===== src/rtl/shadow_pkg.sv =====
package shadow_pkg;
  localparam int unsigned CODE_W   = 2;
  localparam int unsigned RD_BIT   = 1;
  localparam int unsigned WR_BIT   = 0;
  typedef logic [CODE_W-1:0] route_code_t;
endpackage


===== src/rtl/shadow_field_pick.sv =====
module shadow_field_pick
  import shadow_pkg::*;
#(
  parameter int unsigned ADDR_W     = 20,
  parameter int unsigned CTL_W      = 8,
  parameter int unsigned SMALL_LOG2 = 14,
  parameter int unsigned LARGE_LOG2 = 16
) (
  input  logic [ADDR_W-1:0] addr,
  input  logic [CTL_W-1:0]  ctl_c,
  input  logic [CTL_W-1:0]  ctl_d,
  input  logic [CTL_W-1:0]  ctl_ef,
  output route_code_t       code,
  output logic              window
);
  localparam int unsigned PER_BYTE  = CTL_W / CODE_W;
  localparam int unsigned SMALL_CNT = 2 * PER_BYTE;
  localparam int unsigned IDX_W     = $clog2(SMALL_CNT);
  localparam int unsigned HALF_BIT  = LARGE_LOG2 + 1;
  localparam int unsigned E_LSB     = CTL_W - CODE_W;
  localparam int unsigned F_LSB     = CTL_W - 2 * CODE_W;

  route_code_t small_code [SMALL_CNT];

  for (genvar g = 0; g < SMALL_CNT; g++) begin : g_small
    if (g < PER_BYTE) begin : g_c
      assign small_code[g] = ctl_c[g*CODE_W +: CODE_W];
    end else begin : g_d
      assign small_code[g] = ctl_d[(g-PER_BYTE)*CODE_W +: CODE_W];
    end
  end

  logic [IDX_W-1:0] small_idx;
  route_code_t      large_code;

  assign small_idx  = addr[SMALL_LOG2 +: IDX_W];
  assign large_code = addr[LARGE_LOG2] ? ctl_ef[F_LSB +: CODE_W]
                                       : ctl_ef[E_LSB +: CODE_W];
  assign window     = (addr[ADDR_W-1 -: 2] == 2'b11);

  always_comb begin
    if (!window)              code = '0;
    else if (addr[HALF_BIT])  code = large_code;
    else                      code = small_code[small_idx];
  end

  // with a zeroed upper nibble, the high granules select code 0 whatever the low nibble holds
  always_comb begin
    if (window && addr[HALF_BIT] && ctl_ef[CTL_W-1:F_LSB] == '0)
      a_r9_low_nibble_inert: assert (code == '0);
  end
endmodule


===== src/rtl/shadow_route_apply.sv =====
module shadow_route_apply
  import shadow_pkg::*;
(
  input  route_code_t code,
  input  logic        window,
  input  logic        is_write,
  output logic        route
);
  always_comb begin
    route = 1'b0;
    if (window) route = is_write ? code[WR_BIT] : code[RD_BIT];
  end

  // code 0 always goes to the expansion bus, code 3 always to DRAM
  always_comb begin
    if (window && code == '0) a_r1_zero_code_external: assert (!route);
    if (window && code == '1) a_r2_full_code_internal: assert (route);
  end
endmodule


===== src/rtl/shadow_route_decoder.sv =====
module shadow_route_decoder
  import shadow_pkg::*;
#(
  parameter int unsigned ADDR_W     = 20,
  parameter int unsigned CTL_W      = 8,
  parameter int unsigned SMALL_LOG2 = 14,
  parameter int unsigned LARGE_LOG2 = 16
) (
  input  logic [ADDR_W-1:0] acc_addr,
  input  logic              acc_write,
  input  logic [CTL_W-1:0]  ctl_c_seg,
  input  logic [CTL_W-1:0]  ctl_d_seg,
  input  logic [CTL_W-1:0]  ctl_ef_seg,
  output logic              to_dram,
  output logic              in_window,
  output logic              bios_shadowed
);
  localparam int unsigned F_RD_BIT = CTL_W - 2 * CODE_W + RD_BIT;

  route_code_t sel_code;
  logic        win;

  shadow_field_pick #(
    .ADDR_W(ADDR_W), .CTL_W(CTL_W),
    .SMALL_LOG2(SMALL_LOG2), .LARGE_LOG2(LARGE_LOG2)
  ) u_pick (
    .addr(acc_addr), .ctl_c(ctl_c_seg), .ctl_d(ctl_d_seg),
    .ctl_ef(ctl_ef_seg), .code(sel_code), .window(win)
  );

  shadow_route_apply u_apply (
    .code(sel_code), .window(win), .is_write(acc_write), .route(to_dram)
  );

  assign in_window     = win;
  assign bios_shadowed = ctl_ef_seg[F_RD_BIT];

  always_comb begin
    // nothing outside the window reaches DRAM
    if (!in_window) a_r8_outside_external: assert (!to_dram);
    // a firmware-area read follows the shadowed indication
    if (in_window && acc_addr[LARGE_LOG2+1] && acc_addr[LARGE_LOG2] && !acc_write)
      a_r7_bios_read_agrees: assert (to_dram == bios_shadowed);
    // all-zero control bytes keep every access on the expansion bus
    if (ctl_c_seg == '0 && ctl_d_seg == '0 && ctl_ef_seg[CTL_W-1 -: 2*CODE_W] == '0)
      a_r3_all_clear_external: assert (!to_dram);
    // all-one control bytes send every in-window access to DRAM
    if (&ctl_c_seg && &ctl_d_seg && &ctl_ef_seg[CTL_W-1 -: 2*CODE_W])
      a_r5_all_set_internal: assert (to_dram == in_window);
  end
endmodule


===== config.mk =====
export PLATFORM = sky130hd
export DESIGN_NAME = shadow_route_decoder
export DESIGN_NICKNAME = d
export VERILOG_FILES = /design/src/rtl/shadow_pkg.sv /design/src/rtl/shadow_field_pick.sv /design/src/rtl/shadow_route_apply.sv /design/src/rtl/shadow_route_decoder.sv
export SDC_FILE = /design/constraint.sdc
export NUM_CORES = 1
export LEC_CHECK = 0
export ABC_AREA = 1
export CAP_MARGIN = 10
export CORE_AREA = 2 2 39 41
export DETAILED_ROUTE_END_ITERATION = 8
export DIE_AREA = 0 0 41 43
export DONT_BUFFER_PORTS = 1
export GPL_TIMING_DRIVEN = 1
export PLACE_DENSITY = 0.46
export SLEW_MARGIN = 10
export SYNTH_ARGS = -nofsm -noshare
export SYNTH_HDL_FRONTEND = slang
export SYNTH_SLANG_ARGS = --single-unit

===== constraint.sdc =====
create_clock -name vclk -period 1.3
set_input_delay 0.065 -clock vclk [all_inputs]
set_output_delay 0.065 -clock vclk [all_outputs]
set_load 0.005 [all_outputs]

-- After elaboration in Yosys (flattened, before gate mapping)
Index checks and enable logic that the tools add are counted.
- logic and storage cells: 10
- input port bits: 45
- bits in registers: 0
- output and inout port bits: 3
- multiplexer cells: 7
- $lt $le $gt $ge: 1
- equal/unequal tests: 1
- bitwise gates (word level): 1
- operator list (operator ; number):
    $mux 2 ; 4
    $bmux 2 s3 ; 1
    $ge 4x4->1 const B ; 1
    $not 3->4 ; 1
    $eq 2x2->1 const B ; 1
    $mux 1 ; 2

-- Depth between registers and ports, before layout
- depth in word-level cells: 7
- mapped depth: 10
- depth with buffers taken out: 9

-- Modules after synthesis
A second synthesis with hierarchy kept.
- cells, all modules: 65
- area total of the unflattened synthesis: 301.5 um^2
- modules (own cells, without submodules) (module ; area each (um^2) ; times used ; sequential area each (um^2) ; cells each):
    shadow_field_pick ; 272.8 ; 1 ; 0.0 ; 59
    shadow_route_apply ; 21.3 ; 1 ; 0.0 ; 5
    shadow_route_decoder ; 7.5 ; 1 ; 0.0 ; 1

-- Least setup slack after synthesis
No wires, ideal clock.
- kind: input -> output
- from: in acc_addr[14]
- to: out to_dram
- path slack: 0.550 ns
- path buffers: 1
- stages on the path: 10
- arrival: 0.685 ns
- data required time: 1.235 ns
- path through: buf_6 > inv_8 > nand2_2 > nand2_1 > nand2_1 > nand3_1 > nand3_1 > nand2_1 > nand2_1 > nor2_1
- word-level cells in the longest chain between the ends: 7
- ends and longest elaborated chain (what ; line ; text):
    start: declaration ; shadow_route_decoder.sv:9 ; input logic [ADDR_W-1:0] acc_addr,
    $not 3->4 (implied by the code) ; shadow_field_pick.sv:44 ; else code = small_code[small_idx];
    $bmux 2 s3 ; shadow_field_pick.sv:44 ;
    $mux 2 (implied by the code) (2 in series) ; shadow_field_pick.sv:44 ;
    $mux 2 ; shadow_field_pick.sv:43 ; else if (addr[HALF_BIT]) code = large_code;
    $mux 1 (2 in series) ; shadow_route_apply.sv:11 ; if (window) route = is_write ? code[WR_BIT] : code[RD_BIT];
    end: declaration ; shadow_route_decoder.sv:14 ; output logic to_dram,
Every way passes these cells. The select of a mux whose other input is x is not followed.

-- Worst setup path after layout
Ends and elaborated chain as after synthesis.

==> impl_metrics.ini <==
[power_and_ir_drop]
swShare_pct = 54.72
power_frac_seq_pct = 0
power.internal_uw = 31.08
finalPower_uw = 68.65
p_leak_nw = 0.2008
ir_drop_mv = 0.05043
clock_power_share_pct = 0
power.density_nw_per_um2 = 226.7
combPwrFrac_pct = 100.0
switchingPower_uw = 37.57

[timing]
maxSlewHeadroom_pct = 90.67
timing.final.crit_share_pct = 54.04
slew_violations = 0
fmax_mhz = 1423
rsz0062_at_grt = false
finalCriticalPeriod_ns = 0.7026
hold_viol = 0
tightest_slew_ns = 0.1395
setup_viol = 0
finalSetupTns_ns = 0

[status]
outcome = complete, no violations

[worst_setup_path]
crit_fanout = 9
cpMaxStageDelayCell = nor2_1
cp.arrival_ns = 0.64
crit_path_cell_trace = inv_8 > nand2_2 > nand2_1 > nand2_1 > nand3_1 > nand3_1 > nand2_1 > nand2_1 > nor2_1
cpPeakStageDelay_ns = 0.14
critPathKind = in2out
cp-start-kind = primary input
endpoint_kind = primary output
cpMostUsedCell = nand2_1
cp.required_ns = 1.24

[layout]
diodes = 0
n_sequential_cell = 0
final_cell_mix = 24 x nand2_1, 12 x inv_1, 10 x nand3_1, 5 x inv_2, 4 x nor2_1
mostFrequentLayoutCell = nand2_1
clock_buffers = 0
fin_nets = 110
utilization_pct = 21.88
seq_area_um2 = 0
design_area_um2 = 302.8
area_delta_synth_final_pct = 0.4149
drive_above_1_share_pct = 19.05

[placement]
dpl_cell_area_um2 = 302.8
gp_congestion = 0.6639
portBuffers = 0
hpwl_um = 618.7

[synthesis]
postSynthCellCount = 65
synth.avg_cell_area_um2 = 4.639
syn_nets = 110
synth_cell_types = 12
yosys_warnings = 0
ys_seq_area_share_pct = 0
syn-cell-area_um2 = 301.5

[grt]
grt-ovfl-total = 0
grt_max_degree = 10
grt_pass1_wl_mm = 1.159
grt_usage_pct = 8.691
grt_pass1_vias = 319
antenna_found_initial = 0

[route]
initialDrtViolationCount = 1
postRouteAntennaNets = 0
dr_wl_met2_um = 363
maxUsedRoutingLayer = met3
vias_per_cell = 4.228
vias = 334
routed-wl-met3_um = 33
wl_met1_um = 271
dr.pass1.iters = 2
drc = 0
wl_per_cell_um = 8.468
wl_um = 669

[floorplan]
die_w_um = 41
ios = 48
die-area_um2 = 1763
rows = 14
coreArea_um2 = 1384
start_util_pct = 21.79
die_h_um = 43

[clocking]
hold_buffers = 0
post-cts-setup-buffers = 0
cts_resized = 0

[job]
drv_cap = 0

[min_path]
hold_class = in2out
whs_path_depth = 0
[cells in the mapped netlist]
cell      n  share of area [%]
nand3_1  10                 17
nand2_1  24                 30
inv_2     5                6.2
nor2_1    4                5.0
o21ai_0   1                1.7
nand3_2   2                6.6
nand2_2   3                6.2
inv_8     1                3.7
a21oi_2   1                2.9
buf_4     1                2.5
buf_6     1                3.7
inv_1    12                 15
[per-stage QoR]
stage                     hold slack (ns)  worst slack, ns  std cells
after floorplan                    0.2096           0.5503         65
after global placement             0.1300           0.5863         79
after detailed placement           0.1300           0.5913         79
after CTS                          0.1300           0.5883         79
after global routing               0.1302           0.4857         79
final                              0.1300           0.5974         79
[kinds of logic after synthesis]
| family | Yosys count | share of synthesized area, % |
|---|---|---|
| AND/OR/NAND/NOR | 43 | 64.32 |
| buffers and inverters | 20 | 31.12 |
| AO/OA/AOI/OAI | 2 | 4.563 |
[critical path: cells and delay by family]
family,cells,cell delay (ns)
buffers and inverters,1,0.05
AND/OR/NAND/NOR,8,0.51
[path summary, 6_finish.rpt]
path | start | to | slack, ns
worst max-delay path | acc_addr[14] | to_dram | 0.60
worst min-delay path | ctl_ef_seg[5] | bios_shadowed | 0.13
[power groups by stage]
| stage | Clock (mW) | Sequential [mW] | Combinational [mW] |
|---|---|---|---|
| 2_1_floorplan | 0 | 0 | 0.0709 |
| 3_3_place_gp | 0 | 0 | 0.0702 |
| 3_5_place_dp | 0 | 0 | 0.0703 |
| 4_1_cts | 0 | 0 | 0.0706 |
| 5_1_grt | 0 | 0 | 0.0815 |
| 6_report | 0 | 0 | 0.0686 |
[final cells by class]
type               instances  area [µm²]
fillers                  185        1081
inverters                 18       75.07
multi-input cells         45       207.7
well taps                 16       20.02
[routing by layer]
metal | up-vias | GRT usage (%)
met5 | - | 0
met4 | 0 | 0
met3 | 0 | 0
met2 | 9 | 16.88
met1 | 139 | 10.44
li1 | 186 | -
Note: power is estimated with default switching activity, not from simulation.
